<file path="config.mk">
export PLATFORM = sky130hd
export DESIGN_NAME = evt_irq_ctrl
export DESIGN_NICKNAME = d
export VERILOG_FILES = /design/src/rtl/eic_pkg.sv /design/src/rtl/eic_rate_div.sv /design/src/rtl/eic_flag_unit.sv /design/src/rtl/eic_regs.sv /design/src/rtl/evt_irq_ctrl.sv
export SDC_FILE = /design/constraint.sdc
export NUM_CORES = 1
export LEC_CHECK = 0
export ABC_AREA = 1
export BUFFER_PORTS_ARGS = -buffer_cell sky130_fd_sc_hd__buf_2
export CAP_MARGIN = 5
export CORE_MARGIN = 2
export CORE_UTILIZATION = 55
export CTS_BUF_LIST = sky130_fd_sc_hd__clkbuf_16
export CTS_CLUSTER_SIZE = 28
export DETAILED_ROUTE_END_ITERATION = 16
export GPL_TIMING_DRIVEN = 1
export PLACE_DENSITY = 0.75
export SLEW_MARGIN = 20
export SYNTH_ARGS = -nofsm -noshare
export SYNTH_HDL_FRONTEND = slang
export SYNTH_SLANG_ARGS = --single-unit
</file>
<file path="constraint.sdc">
create_clock -name clk -period 8.4 [get_ports clk]
set_clock_uncertainty 0.05 [all_clocks]
set_input_delay 2.1 -clock clk [delete_from_list [all_inputs] [get_ports clk]]
set_output_delay 2.1 -clock clk [all_outputs]
set_load 0.01 [all_outputs]
</file>
<file path="src/rtl/eic_pkg.sv">
// Shared definitions for the periodic and event interrupt controller.
// Assumes an 8-bit register interface with four registers.
package eic_pkg;

    typedef enum logic [1:0] {
        SEL_RATE   = 2'd0,
        SEL_CTRL   = 2'd1,
        SEL_FLAG   = 2'd2,
        SEL_SUPPLY = 2'd3
    } reg_sel_e;

    localparam logic [2:0] TB_RUN     = 3'b010;
    localparam logic [6:0] RATE_RESET = 7'h26;
    localparam logic [7:0] CTRL_RESET = 8'h00;
    localparam int         NUM_EVT    = 3;

    // Event bit positions inside the 3-bit flag and enable vectors.
    localparam int EV_PER = 2;
    localparam int EV_ALM = 1;
    localparam int EV_UPD = 0;

    // Periodic period exponent (period = 2**shift ticks); 0 means off.
    function automatic logic [4:0] rate_shift(input logic [3:0] code);
        logic [4:0] s;
        case (code)
            4'd0:    s = 5'd0;
            4'd1:    s = 5'd7;
            4'd2:    s = 5'd8;
            default: s = {1'b0, code} - 5'd1;
        endcase
        return s;
    endfunction

endpackage

</file>
<file path="src/rtl/eic_rate_div.sv">
// Tick divider: counts time-base strobes, emits one periodic event per
// 2**shift ticks and derives the square wave from the counter.
// Assumes CNT_W >= 14 so that the longest period (code 15) fits.
module eic_rate_div
    import eic_pkg::*;
#(
    parameter int CNT_W = 14
) (
    input  logic       clk,
    input  logic       rst_n,
    input  logic       tick,
    input  logic [2:0] tb_sel,
    input  logic [3:0] rate_code,
    input  logic       sqw_en,
    output logic       periodic_evt,
    output logic       sqw
);

    localparam logic [CNT_W-1:0] CNT_ONE = {{(CNT_W-1){1'b0}}, 1'b1};

    logic [CNT_W-1:0] cnt_q;
    logic [CNT_W-1:0] low_mask;
    logic [4:0]       shift;
    logic             running;
    logic             half_bit;

    assign running = (tb_sel == TB_RUN);
    assign shift   = rate_shift(rate_code);

    // Build the mask of counter bits that make up one period.
    always_comb begin
        for (int i = 0; i < CNT_W; i++) begin
            low_mask[i] = (5'(i) < shift);
        end
    end

    // Pick the top counter bit of the period as the square-wave phase.
    always_comb begin
        half_bit = 1'b0;
        for (int i = 0; i < CNT_W; i++) begin
            if ((shift != 5'd0) && (5'(i) == shift - 5'd1)) begin
                half_bit = cnt_q[i];
            end
        end
    end

    // Advance on each tick while the time base runs; park at zero otherwise.
    always_ff @(posedge clk) begin
        if (!rst_n) begin
            cnt_q <= '0;
        end else if (!running) begin
            cnt_q <= '0;
        end else if (tick) begin
            cnt_q <= cnt_q + CNT_ONE;
        end
    end

    assign periodic_evt = tick && running && (shift != 5'd0)
                          && ((cnt_q & low_mask) == low_mask);
    assign sqw          = sqw_en && running && (shift != 5'd0) && half_bit;

endmodule

</file>
<file path="src/rtl/eic_flag_unit.sv">
// Sticky event flags with clear-on-read and the masked request line.
// Assumes the clear strobe is one cycle; a same-cycle event wins.
module eic_flag_unit
    import eic_pkg::*;
(
    input  logic               clk,
    input  logic               rst_n,
    input  logic [NUM_EVT-1:0] evt_in,
    input  logic               clr,
    input  logic [NUM_EVT-1:0] en,
    output logic [NUM_EVT-1:0] flags_q,
    output logic               irq
);

    // Capture events; a read clears older flags but keeps new ones.
    always_ff @(posedge clk) begin
        if (!rst_n) begin
            flags_q <= '0;
        end else begin
            flags_q <= (clr ? '0 : flags_q) | evt_in;
        end
    end

    assign irq = |(flags_q & en);

endmodule

</file>
<file path="src/rtl/eic_regs.sv">
// Host register file: rate and control storage, read mux with a
// registered output, and the flag-clear strobe.
// Assumes at most one of wr_stb/rd_stb per cycle is meaningful.
module eic_regs
    import eic_pkg::*;
(
    input  logic               clk,
    input  logic               rst_n,
    input  logic [1:0]         reg_addr,
    input  logic               wr_stb,
    input  logic               rd_stb,
    input  logic [7:0]         wr_data,
    input  logic [NUM_EVT-1:0] flags,
    input  logic               irq,
    input  logic               supply_ok,
    output logic [2:0]         tb_sel,
    output logic [3:0]         rate_code,
    output logic [NUM_EVT-1:0] irq_en,
    output logic               sqw_en,
    output logic               flag_clr,
    output logic [7:0]         rd_data
);

    logic [6:0] rate_q;
    logic [7:0] ctrl_q;
    logic [7:0] rd_mux;

    // Store host writes into the two writable registers.
    always_ff @(posedge clk) begin
        if (!rst_n) begin
            rate_q <= RATE_RESET;
            ctrl_q <= CTRL_RESET;
        end else if (wr_stb) begin
            case (reg_sel_e'(reg_addr))
                SEL_RATE: rate_q <= wr_data[6:0];
                SEL_CTRL: ctrl_q <= wr_data;
                default:  ;
            endcase
        end
    end

    // Select the byte presented for the addressed register.
    always_comb begin
        case (reg_sel_e'(reg_addr))
            SEL_RATE: rd_mux = {1'b0, rate_q};
            SEL_CTRL: rd_mux = ctrl_q;
            SEL_FLAG: rd_mux = {irq, flags, 4'b0000};
            default:  rd_mux = {supply_ok, 7'b0000000};
        endcase
    end

    // Hold read data between read strobes.
    always_ff @(posedge clk) begin
        if (!rst_n) begin
            rd_data <= 8'h00;
        end else if (rd_stb) begin
            rd_data <= rd_mux;
        end
    end

    assign flag_clr  = rd_stb && (reg_sel_e'(reg_addr) == SEL_FLAG);
    assign tb_sel    = rate_q[6:4];
    assign rate_code = rate_q[3:0];
    assign irq_en    = ctrl_q[6:4];
    assign sqw_en    = ctrl_q[3];

endmodule

</file>
<file path="src/rtl/evt_irq_ctrl.sv">
// Top of the periodic and event interrupt controller: joins the register
// file, tick divider and flag unit. Assumes tick_32k is a one-cycle strobe
// synchronous to clk and that event inputs are one-cycle pulses.
module evt_irq_ctrl
    import eic_pkg::*;
#(
    parameter int CNT_W = 14
) (
    input  logic       clk,
    input  logic       rst_n,
    input  logic       tick_32k,
    input  logic       alarm_in,
    input  logic       update_in,
    input  logic       supply_ok,
    input  logic [1:0] reg_addr,
    input  logic       wr_stb,
    input  logic       rd_stb,
    input  logic [7:0] wr_data,
    output logic [7:0] rd_data,
    output logic       irq_req,
    output logic       sqw_out
);

    logic [2:0]         tb_sel;
    logic [3:0]         rate_code;
    logic [NUM_EVT-1:0] irq_en;
    logic               sqw_en;
    logic               flag_clr;
    logic               periodic_evt;
    logic [NUM_EVT-1:0] evt_vec;
    logic [NUM_EVT-1:0] flags_q;

    // Pack the three event sources into flag order.
    always_comb begin
        evt_vec         = '0;
        evt_vec[EV_PER] = periodic_evt;
        evt_vec[EV_ALM] = alarm_in;
        evt_vec[EV_UPD] = update_in;
    end

    eic_regs u_regs (
        .clk       (clk),
        .rst_n     (rst_n),
        .reg_addr  (reg_addr),
        .wr_stb    (wr_stb),
        .rd_stb    (rd_stb),
        .wr_data   (wr_data),
        .flags     (flags_q),
        .irq       (irq_req),
        .supply_ok (supply_ok),
        .tb_sel    (tb_sel),
        .rate_code (rate_code),
        .irq_en    (irq_en),
        .sqw_en    (sqw_en),
        .flag_clr  (flag_clr),
        .rd_data   (rd_data)
    );

    eic_rate_div #(.CNT_W(CNT_W)) u_div (
        .clk          (clk),
        .rst_n        (rst_n),
        .tick         (tick_32k),
        .tb_sel       (tb_sel),
        .rate_code    (rate_code),
        .sqw_en       (sqw_en),
        .periodic_evt (periodic_evt),
        .sqw          (sqw_out)
    );

    eic_flag_unit u_flags (
        .clk     (clk),
        .rst_n   (rst_n),
        .evt_in  (evt_vec),
        .clr     (flag_clr),
        .en      (irq_en),
        .flags_q (flags_q),
        .irq     (irq_req)
    );

endmodule

</file>
Word level (Yosys, flattened, before mapping)
Cells that the tools add are included.

storage, ports and cells
  register bits after elaboration = 40
  latch bits = 0
  bits in writable memories = 0
  ROM bits = 0
  input bits = 18
  word-level logic and storage cells = 90
  memories kept = 0

operators by class
  add/sub/neg operators = 3
  multiply operators = 0
  div/mod/pow operators = 0
  $lt $le $gt $ge = 14
  equality and inequality tests = 19
  shift-type cells = 0
  mux-type cells = 17
  bitwise logic cells = 3
  reduce and logical (&&, ||, !) cells = 29

operators by type and width
  cell                   number
  $eq 4x5->1 const A     6
  $lt 4x5->1 const A     6
  $pmux 8 s3             1
  $logic_and 1x1->1      21
  $eq 3x5->1 const A     4
  $lt 3x5->1 const A     4
  $pmux 5 s3             1
  $add 14x1->14 const B  1
  $and 14x14->14         1
  $eq 14x14->1           1
  $mux 1                 14
  $eq 2x5->1 const A     2
  $lt 1x5->1 const A     2
  $lt 2x5->1 const A     2
  $reduce_and 2->1       3
  $eq 1x5->1 const A     1
  $logic_not 5->1        1
  $reduce_bool 5->1      1
  $sub 4x1->5 const B    1
  $sub 5x1->5 const B    1
  $eq 4x1->1 const B     1
  $eq 4x2->1 const B     1
  $logic_not 4->1        1
  $and 3x3->3            1
  7 further kinds        7

Logic depth before layout (Yosys ltp)
Gate-level depths: netlist of the first run.

  word-level depth = 20
  depth in mapped cells = 25
  mapped depth without buffers = 25

Cells and area by module
A second synthesis of the first run with hierarchy kept.

second synthesis, totals
  cell total of the unflattened synthesis = 361
  area, all modules = 2428.6 um^2

by module, submodules not included
  module         times used  cells each  area an instance (um^2)
  eic_rate_div   1           207         1286.2
  eic_regs       1           136         1021.0
  eic_flag_unit  1           18          121.4

Least setup slack after synthesis of the first run
OpenSTA, ideal clock, no wires.

  path kind = flip-flop to output port
  start point = reg u_regs.rate_q[0]
  end point = out sqw_out
  data arrival time = 2237 ps
  data required time = 6250 ps
  setup slack = 4013 ps
  stages on the path, launching flop included = 24
  path buffers = 0
  cells stage by stage = dfxtp_1 inv_1 ha_1 nor2_2 nand2_2 nand2_2 nand2_2 nand2_4 nand3_2 nand2_1 nand2_4 nor2_4 inv_2 nor2_1 a21oi_1 nand2_1 nand2_1 nand2_1 nand2_1 nand2_1 nand2_1 nand2_1 nand2_1 a21oi_2

between the ends
  cells in the longest elaborated chain, start to end = 20
  elaborated cells on any way between the ends = 51

ends and longest elaborated chain
  what                                       RTL line            RTL
  start: declaration                         eic_regs.sv:24      logic [6:0] rate_q;
  start signal: assignment                   eic_regs.sv:35      SEL_RATE: rate_q <= wr_data[6:0];
  $sub 4x1->5, or another cell as far along  eic_pkg.sv:29       default: s = {1'b0, code} - 5'd1;
  $pmux 5 s3 *                               eic_pkg.sv:25       case (code)
  $sub 5x1->5                                eic_rate_div.sv:41  if ((shift != 5'd0) && (5'(i) == shift - 5'd1)) begin
  $logic_not 5->1                            eic_rate_div.sv:41
  $logic_and 1x1->1                          eic_rate_div.sv:41
  $mux 1 (14 in a row)                       eic_rate_div.sv:41
  $logic_and 1x1->1 *                        eic_rate_div.sv:60  assign sqw = sqw_en && running && (shift != 5'd0) && half_bit;
  end: declaration                           evt_irq_ctrl.sv:21  output logic sqw_out

Every way passes the cells marked *; elsewhere a longest branch is shown, timed or not.

Worst setup path in the final report of the first run
Ends and elaborated chain as after synthesis.

==> results.md, run 1 <==
* Worst setup EP type: output pin
* Maximum clock rate at between 150 and 200 MHz
* Area Growth Syn to Fin at 15.6%
* Crit path largest cell delay at 0.41 ns
* I/O pins at 28
* Vias in the first global route at roughly 2.2k
* Clock tree buffer depth at 2
* CTS root buf: clkbuf_16
* Initial antenna violation count at 0
* Post-Synthesis Net Count at 365
* Routability cong. at 1.01
* Worst skew pair latency at 0.28 ns
* Slew Limit Fails at 0
* Pwr dens at 195 nW/um^2
* Compound-Gate Fraction of Synth Area at 0.210
* Fill count at 383
* Antenna cells at 0
* Die width at 69.4 um
* Detailed Place HPWL at roughly 4300 um
* Most frequent cells in the layout: nand2_1 (62), inv_1 (55), dfxtp_1 (40), nor2_1 (38), a21oi_1 (36)
* Port Buffers at 27
* TritonCTS clock tree: yes
* Max-Cap Viols at 0
* Routed wire length at ~5600 um
* Post-Layout Cell Count at 421
* LEAKAGE at between 1 and 1.5 nW
* Worst hold path type: reg -> reg
* Die area at 4810 sq um
* Worst EP arrival at 2.89 ns
* Clk pin slew, worst setup/hold paths at 0.06 ns
* Register area at 801 sq um
* Die span in y at 69.4 um
* Element type at the critical path start: register
* Placed cell count at ~410
* Total GRT Usage at 0.245
* Avg Vias per Cell at between 5 and 6
* Final Setup Violations at 0
* Global-route wire length before repair at between 9000 and 10000 um
* Ys Warns at 0
* Core area at 4060 sq um
* Most common cell after layout, fill and taps aside: nand2_1
* Relative slew slack at 0.586
* Largest family of logic cells by synthesized area: simple AND/OR/NAND/NOR gates
* Multiplexer share of the synthesized area at 0
* Outcome: finished clean
* Worst Max-Slew Pin Slew at slightly above 0.6 ns
* Critical Path Slowest Stage Cell: dfxtp_1
* GRT Residual Overflow at 0
* Post-CTS setup repair buffer count at 0
* CTS H-tree depth at 2
* TritonCTS Sinks at 40
* Placed standard-cell area at 2530 sq um
* Resize count post-CTS at 0
* Fin crit share at 0.600
* Most common cell on crit path: nand2_1
* Critical Path Fanout Max at 5
* WL per Instance at 13.3 um
* Register area share after synthesis at 0.341
* Post-Synth Simple-Gate Area at 0.307
* Total number of vias at ~2.3k
* Layout Utilization at 0.670
* Largest net degree at the start of global routing at 21
* Setup CP Type: reg -> out
* Num CTS Buffers at 5
* Synth Register Bits at 40
* Post-synthesis average cell area at between 6 and 7 sq um
* RSZ-0062 raised after global routing: false
* Post-synthesis xor/xnor area fraction at 0.00745
* Initial DRC count at 137
* Yosys top cell by area: dfxtp_1
* CTS Hold Bufs at 0
* Synth unique cells at 33
* Share of the synthesized area in the top cell type at 0.341
* Fin nets at between 300 and 400
* Post-route cell area at 2720 sq um
* Mapped cell area at 2350 sq um
* EDFF count, synth at 0
* Tmin final at 5.04 ns
* Worst-path cell chain: inv_1 > ha_1 > nor2_2 > nand2_2 > nand2_2 > nand2_2 > nand2_4 > nand2_8 > nor4_1 > a21oi_1 > nand2_1 > nand2_1 > nand2_1 > nand2_1 > nand2_1 > nand2_1 > nand2_1 > nand2_1 > nand2_1 > nand2_1 > a21oi_2 > buf_2
* Setup TNS at 0 ns
* Main flop type after synthesis: dfxtp_1
* Starting density of the core at 0.579
* DR DRC count at 0
* Worst vdd ir at 0.168 mV
* Area contributors post-synth: dfxtp_1 (34%), nand2_1 (9.9%), inv_1 (8.8%)
* Row cnt at 23
* Multi-input logic area at 1310 sq um
* Post-synth ARST share at 0
* Cells after Synth at ~340
* Post-route ant nets at 0
* Layout cells sized above 1 at 0.173
* 1st-pass router iterations at 4
* Hold_ws at about 0.4 ns
* Post-Synth Adder-Cell Area at 0.0319
* Fin. Hold Viols at 0
* Critical Path RT at 6.25 ns
[report_power, final]
| group | switching [mW] | internal [mW] |
|---|---|---|
| logic | 0.0567 | 0.0290 |
| clock network | 0.0739 | 0.168 |
| registers | 0.00471 | 0.197 |
[worst paths after layout]
kind	from	to	slack [ns]	cells past startpoint
worst min-delay path	u_regs.ctrl_q[0]$_SDFFE_PN0P_	u_regs.ctrl_q[0]$_SDFFE_PN0P_	0.40	2
worst max-delay path	u_regs.rate_q[0]$_SDFFE_PN0P_	sqw_out	3.36	22
worst max register to register	u_regs.rate_q[0]$_SDFFE_PN0P_	u_flags.flags_q[2]$_SDFF_PN0_	5.93	15
worst min register to register	u_regs.ctrl_q[0]$_SDFFE_PN0P_	u_regs.ctrl_q[0]$_SDFFE_PN0P_	0.40	2
[synth_stat cells (3+ instances only)]
library cell,count
nand2_1,62
inv_1,55
dfxtp_1,40
nor2_1,38
a21oi_1,36
o21ai_0,27
nand3_1,11
nor3_1,9
o211ai_1,8
nand2_2,7
ha_1,6
nand2_4,6
o221ai_1,5
clkbuf_1,4
nor2_4,3
[layer usage]
metal / share of wire / GRT usage / up-vias
met2: 0.47 / 0.426 / 85
met1: 0.43 / 0.282 / 995
li1: - / - / 1172
met5: 0 / 0 / -
met3: 0.049 / 0.0509 / 24
met4: 0.049 / 0.122 / 0
[logic make-up (layout without fill, tap and decap cells)]
kind of cell             after synthesis  after routing
flip-flops                            40             40
XOR/XNOR                               2              2
adder cells (fa/ha/maj)                6              6
AND/OR/NAND/NOR                      145            145
buffers and inverters                 63             93
AO/OA/AOI/OAI                         85             85
[flip-flops by register name, summed over array words and instances (netlist names)]
| register | count |
|---|---|
| u_div.cnt_q | 14 |
| u_regs.rate_q | 7 |
| u_regs.ctrl_q | 8 |
| u_regs.rd_data | 8 |
| u_flags.flags_q | 3 |
[critical path: cells and delay by family (launching register included)]
kind / cells / cell delay [ns]
buf+inv: 2 / 0.27
flops: 1 / 0.41
simple gates: 17 / 1.51
fa+ha+maj: 1 / 0.23
compound gates: 2 / 0.18
[through the flow]
step / worst slack (ns) / power [mW]
floorplan: 4.01 / 0.269
global placement: 3.75 / 0.290
detailed placement: 3.68 / 0.290
CTS: 3.37 / 0.530
global route: 3.06 / 0.551
finish: 3.36 / 0.530
[cell type report]
class	count	area share
clock buffer	5	0.0460
clock inverter	2	0.0221
inverter	59	0.0833
multi-input combinational	238	0.481
sequential	40	0.295
tap	50	0.0230
timing repair buffer	27	0.0497
Note: power is estimated with default switching activity, not from simulation.
==> run 2, diff against run 1 <==
==> constraint.sdc (replaced) <==
create_clock -name clk -period 5.1 [get_ports clk]
set_clock_uncertainty 0.05 [all_clocks]
set_input_delay 1.275 -clock clk [delete_from_list [all_inputs] [get_ports clk]]
set_output_delay 1.275 -clock clk [all_outputs]
set_load 0.01 [all_outputs]
==> run 2 against run 1 <==
Effect of this change: design area is 0.78% lower; sequential share of layout area is 0.23 points higher; non-clock buffer count stayed put; total power is 55% higher; critical path type unchanged.
==> results.md, run 2 (synthesis gave the netlist of run 1 again) <==
* Outcome: finished clean
* Metal3 WL at between 200 and 250 um
* Detailed Place HPWL at 4220 um
* Post-route ant nets at 0
* Total number of vias at 2264
* Tmin final at around 4.2 ns
* Pre-CTS setup slack at around 1.2 ns
* Total GRT Usage at 0.249
* Fill count at 360
* Post-layout power at 0.824 mW
* Number of flip-flops under the largest register name at 14
* Fin crit share at 0.820
* TritonCTS clock tree: yes
* Post-route cell area at around 2700 sq um
* CTS root buf: clkbuf_16
* Element type at the critical path start: register
* Starting density of the core at 0.579
* 1st-pass router iterations at 4
* Antenna cells at 0
* TritonCTS Sinks at 40
* Clock tree buffer depth at 2
* Critical Path Fanout Max at 5
* Most flop-heavy register: u_div.cnt_q
* Post-Route M1 WL at 2340 um
* Worst vdd ir at 0.225 mV
* Register area at between 800 and 900 sq um
* Die area at 4810 sq um
* Num CTS Buffers at 5
* Clk pin slew, worst setup/hold paths at approximately 0.06 ns
* RSZ-0062 raised after global routing: false
* PnR worst setup slack at 0.916 ns
* Area Growth Syn to Fin at 14.7%
* Setup CP Type: reg -> out
* WL met2 at 2720 um
* Top Registers: u_div.cnt_q x14, u_regs.ctrl_q x8, u_regs.rd_data x8
* Layout cells sized above 1 at 0.172
* Multi-input logic area at 1310 sq um
* Die span in y at approximately 69 um
* Resize count post-CTS at 0
* Critical Path RT at 3.77 ns
* Hold_ws at approximately 0.4 ns
* Max-Cap Viols at 0
* Worst Max-Slew Pin Slew at 0.592 ns
* Largest net degree at the start of global routing at 21
* I/O pins at 28
* Most common cell after layout, fill and taps aside: nand2_1
* Most frequent cells in the layout: nand2_1 (62), inv_1 (56), dfxtp_1 (40), nor2_1 (38), a21oi_1 (36)
* Placed standard-cell area at 2530 sq um
* Global-route wire length before repair at just under 10000 um
* CTS H-tree depth at 2
* Initial antenna violation count at 0
* CTS Hold Bufs at 0
* Routability cong. at 1.01
* GRT Residual Overflow at 0
* Die width at 69.4 um
* Relative slew slack at 0.604
* Vias in the first global route at 2223
* Worst skew pair latency at approximately 0.28 ns
* DR DRC count at 0
* Slew Limit Fails at 0
* Final Setup Violations at 0
* WL per Instance at around 13 um
* Worst EP arrival at 2.86 ns
* Fin nets at 395
* Row cnt at 23
* Avg Vias per Cell at 5.36
* Maximum clock rate at 239 MHz
* Pwr dens at 305 nW/um^2
* Setup TNS at 0 ns
* Initial DRC count at 180
* Post-CTS setup repair buffer count at 0
* Worst setup EP type: output pin
* Port Buffers at 27
* Core area at 4060 sq um
* Worst hold path type: reg -> reg
* Fin. Hold Viols at 0
* Routed wire length at 5520 um
* LEAKAGE at 1.17 nW
* Uppermost routed layer: met4
==> run 2: changes by cell type in the layout (fill, tap and decap cells not counted), sizes merged <==
cell and delta:
inv +1, bufinv -1, clkinv +1
==> run 2: final timing paths <==
check                                                    from                            end  slack, ns  depth (start not counted)
worst min register to register  u_regs.ctrl_q[1]$_SDFFE_PN0P_  u_regs.ctrl_q[1]$_SDFFE_PN0P_       0.40                          2
worst max register to register  u_regs.rate_q[0]$_SDFFE_PN0P_  u_flags.flags_q[2]$_SDFF_PN0_       2.67                         15
worst max-delay path            u_regs.rate_q[0]$_SDFFE_PN0P_                        sqw_out       0.92                         24
worst min-delay path            u_regs.ctrl_q[1]$_SDFFE_PN0P_  u_regs.ctrl_q[1]$_SDFFE_PN0P_       0.40                          2
==> run 2: layer usage <==
layer	global-route usage	vias to the layer above
li1	-	1171
met2	0.440	62
met5	0	-
met1	0.281	1016
met3	0.0494	15
met4	0.131	0
==> run 2: where the power goes <==
group	switching (mW)	leakage [nW]	internal [mW]	total, mW
Combinational	0.0927	0.755	0.0477	0.140
Clock	0.123	0.0850	0.228	0.351
Sequential	0.00778	0.326	0.324	0.332
==> run 2: stage by stage <==
stage,util,std cells
final,0.665,422
after global routing,0.665,422
after CTS,0.665,422
after detailed placement,0.624,414
after global placement,0.624,414
after floorplan,-,341
==> run 2: critical path: stages (launching register included) <==
cell and delay, ns:
dfxtp_1 0.41, inv_1 0.13, ha_1 0.22, nor2_2 0.13, nand2_2 0.09, nand2_2 0.09
nand2_2 0.09, nand2_4 0.12, nand3_2 0.13, nand2_1 0.13, nand2_4 0.07, nor2_4 0.09
inv_2 0.05, nor2_1 0.09, a21oi_1 0.07, nand2_1 0.06, nand2_1 0.05, nand2_1 0.05
nand2_1 0.04, nand2_1 0.05, nand2_1 0.05, nand2_1 0.05, nand2_1 0.06, a21oi_2 0.10
buf_2 0.13
==> run 2: final cells by class <==
class,count,share of cell area
multi-input combinational,238,0.485
sequential,40,0.297
inverter,59,0.0840
timing repair buffer,27,0.0501
clock buffer,5,0.0464
tap,50,0.0232
clock inverter,3,0.0144
==> run 3, diff against run 2 <==
--- a/config.mk
+++ b/config.mk
@@ -5,7 +5,7 @@
 export SDC_FILE = /design/constraint.sdc
 export NUM_CORES = 1
 export LEC_CHECK = 0
-export ABC_AREA = 1
+export ABC_AREA = 0
 export BUFFER_PORTS_ARGS = -buffer_cell sky130_fd_sc_hd__buf_2
 export CAP_MARGIN = 5
 export CORE_MARGIN = 2
==> constraint.sdc (replaced) <==
create_clock -name clk -period 4.4 [get_ports clk]
set_clock_uncertainty 0.05 [all_clocks]
set_input_delay 1.1 -clock clk [delete_from_list [all_inputs] [get_ports clk]]
set_output_delay 1.1 -clock clk [all_outputs]
set_load 0.01 [all_outputs]
==> run 3 against run 2 <==
Effect of this change: via count fell by 5.1%; design area is 0.19% higher; routed wire length fell by 5.9%; final cell count down 14%; setup slack got worse by 0.51 ns; critical path type unchanged.
==> results.md, run 3 <==
* Outcome: finished clean
* Total GRT Usage at 0.231
* Die area at 4950 sq um
* Slew Limit Fails at 0
* Share of the synthesized area in the top cell type at 0.331
* LEAKAGE at 1.05 nW
* Top Registers: u_div.cnt_q x14, u_regs.ctrl_q x8, u_regs.rd_data x8
* Most frequent cells in the layout: dfxtp_1 (39), nand2_1 (31), buf_2 (27), nor2_1 (19), mux2i_1 (15)
* Relative slew slack at 0.468
* Most flop-heavy register: u_div.cnt_q
* Starting density of the core at 0.564
* Element type at the critical path start: register
* Initial antenna violation count at 0
* GRT Residual Overflow at 0
* Avg Vias per Cell at 5.90
* Worst hold path type: reg -> reg
* Critical Path Fanout Max at 10
* Switching pwr at 0.215 mW
* Fin crit share at 0.907
* Total number of vias at roughly 2.1k
* TritonCTS clock tree: yes
* Post-layout power at 0.844 mW
* Post-Layout Cell Count at 364
* Number of flip-flops under the largest register name at 14
* Worst EP arrival at 2.84 ns
* Tmin final at 3.99 ns
* Fin. Hold Viols at 0
* Seq pwr share at 0.457
* Synth unique cells at 52
* Worst vdd ir at ~0.22 mV
* WL per Instance at 14.3 um
* CTS root buf: clkbuf_16
* Gate power share at 0.141
* Row cnt at 24
* Vias in the first global route at 2043
* Synth Register Bits at 40
* Die width at 70.3 um
* Core area at roughly 4300 sq um
* Routability cong. at 0.893
* Most frequent cells after synthesis: dfxtp_1 (40), nand2_1 (31), nor2_1 (19)
* CTS H-tree depth at 2
* Clk pin slew, worst setup/hold paths at 0.05 ns
* Cells after Synth at about 290
* Final Setup Violations at 0
* CTS Hold Bufs at 0
* Layout Utilization at 0.629
* Setup CP Type: reg -> out
* Resize count post-CTS at 0
* Yosys top cell by area: dfxtp_1
* Port Buffers at 27
* Fill count at 400
* Die span in y at 70.3 um
* EDFF count, synth at 0
* Top-count cell post-synth: dfxtp_1
* Critical Path RT at 3.25 ns
* Global-route wire length before repair at just over 9000 um
* Clock power frac at 0.402
* Fin nets at 336
* Area contributors post-synth: dfxtp_1 (33%), mux2i_1 (6.2%), nand2_1 (4.8%)
* Detailed Place HPWL at 3820 um
* Post-route ant nets at 0
* I/O pins at 28
* Switch share at 0.255
* Setup TNS at 0 ns
* DR DRC count at 0
* Num CTS Buffers at 5
* Layout cells sized above 1 at 0.163
* Maximum clock rate at between 200 and 300 MHz
* Post-synth ARST share at 0
* Routed wire length at 5200 um
* Initial DRC count at ~170
* Mapped cell area at ~2400 sq um
* TritonCTS Sinks at 40
* Main flop type after synthesis: dfxtp_1
* RSZ-0062 raised after global routing: false
* Max-Cap Viols at 0
* Placed cell count at 357
* Largest net degree at the start of global routing at 28
* P_int at about 0.63 mW
* Post-synthesis average cell area at 8.32 sq um
* Antenna cells at 0
* Pwr dens at approximately 310 nW/um^2
* Area Growth Syn to Fin at 11.7%
* Post-Synthesis Net Count at 315
* Worst skew pair latency at ~0.28 ns
* Clock tree buffer depth at 2
* 1st-pass router iterations at 4
* Ys Warns at 0
* Worst Max-Slew Pin Slew at 0.797 ns
* Most common cell after layout, fill and taps aside: dfxtp_1
* Register area share after synthesis at 0.331
* Worst setup EP type: output pin
* Post-CTS setup repair buffer count at 0
## run 3: changes by cell type in the layout (fill, tap and decap cells not counted), moves of 9 or more
cell / previous run / this run
nor2_1: 38 / 19
nand2_1: 62 / 31
nor2b_1: 0 / 10
o21ai_0: 27 / 14
mux2i_1: 0 / 15
a21boi_0: 0 / 9
inv_1: 56 / 9
a21oi_1: 36 / 14
## run 3: cell type report
cell class              count  area [sq um]  share of cell area
multi-input cells         227          1510               0.560
flip-flops and latches     40           802               0.297
clock inverters             2          12.5             0.00463
well taps                  52          65.1              0.0241
clock buffers               5           125              0.0463
repair buffers             29           150              0.0556
inverters                   9          33.8              0.0125
## run 3: routing by layer
layer  vias to the layer above  wire length (um)  GRT usage
li1                       1085                 -          -
met1                       984              2280      0.287
met2                        66              2510      0.389
met3                        13               299     0.0491
met4                         0               110     0.0897
met5                         -                 0          0
## run 3: worst max-delay path, stage by stage (launching register included)
cell	delay, ns
dfxtp_2	0.42
inv_1	0.14
ha_1	0.31
or2_2	0.34
a21oi_1	0.20
a21oi_1	0.23
o32a_1	0.35
o21a_1	0.17
o2111ai_1	0.20
a31oi_1	0.05
buf_2	0.15
## run 3: final timing paths
path	start	to	slack [ns]	cells past startpoint
worst max-delay path	u_regs.rate_q[0]$_SDFFE_PN0P_	sqw_out	0.41	10
worst min-delay path	u_regs.ctrl_q[1]$_SDFFE_PN0P_	u_regs.ctrl_q[1]$_SDFFE_PN0P_	0.41	2
worst max register to register	u_regs.rate_q[0]$_SDFFE_PN0P_	u_flags.flags_q[2]$_SDFF_PN0_	1.81	9
worst min register to register	u_regs.ctrl_q[1]$_SDFFE_PN0P_	u_regs.ctrl_q[1]$_SDFFE_PN0P_	0.41	2
## run 3: through the flow
stage               setup slack, ns  instance area (sq um)  hold WS, ns
floorplan                     0.926                   2420        0.391
global placement              0.660                   2560        0.402
detailed placement            0.600                   2560        0.408
global route                  0.170                   2700        0.455
CTS                           0.287                   2700        0.414
finish                        0.410                   2700        0.414
## run 3: logic make-up (layout without fill, tap and decap cells)
group | count (synthesis) | in the layout | share of synthesized area
AO/OA/AOI/OAI | 77 | 77 | 0.224
XOR/XNOR | 12 | 12 | 0.0434
multiplexers | 16 | 16 | 0.0667
AND/OR/NAND/NOR | 116 | 116 | 0.260
adder cells (fa/ha/maj) | 6 | 6 | 0.0310
buffers and inverters | 24 | 45 | 0.0434
flip-flops | 40 | 40 | 0.331
## run 3: power groups by stage
stage / clock, mW / sequential, mW / combinational (mW)
floorplan: 0 / 0.391 / 0.0894
global placement: 0 / 0.394 / 0.119
detailed placement: 0 / 0.394 / 0.118
CTS: 0.347 / 0.386 / 0.118
global route: 0.360 / 0.388 / 0.134
finish: 0.339 / 0.386 / 0.119
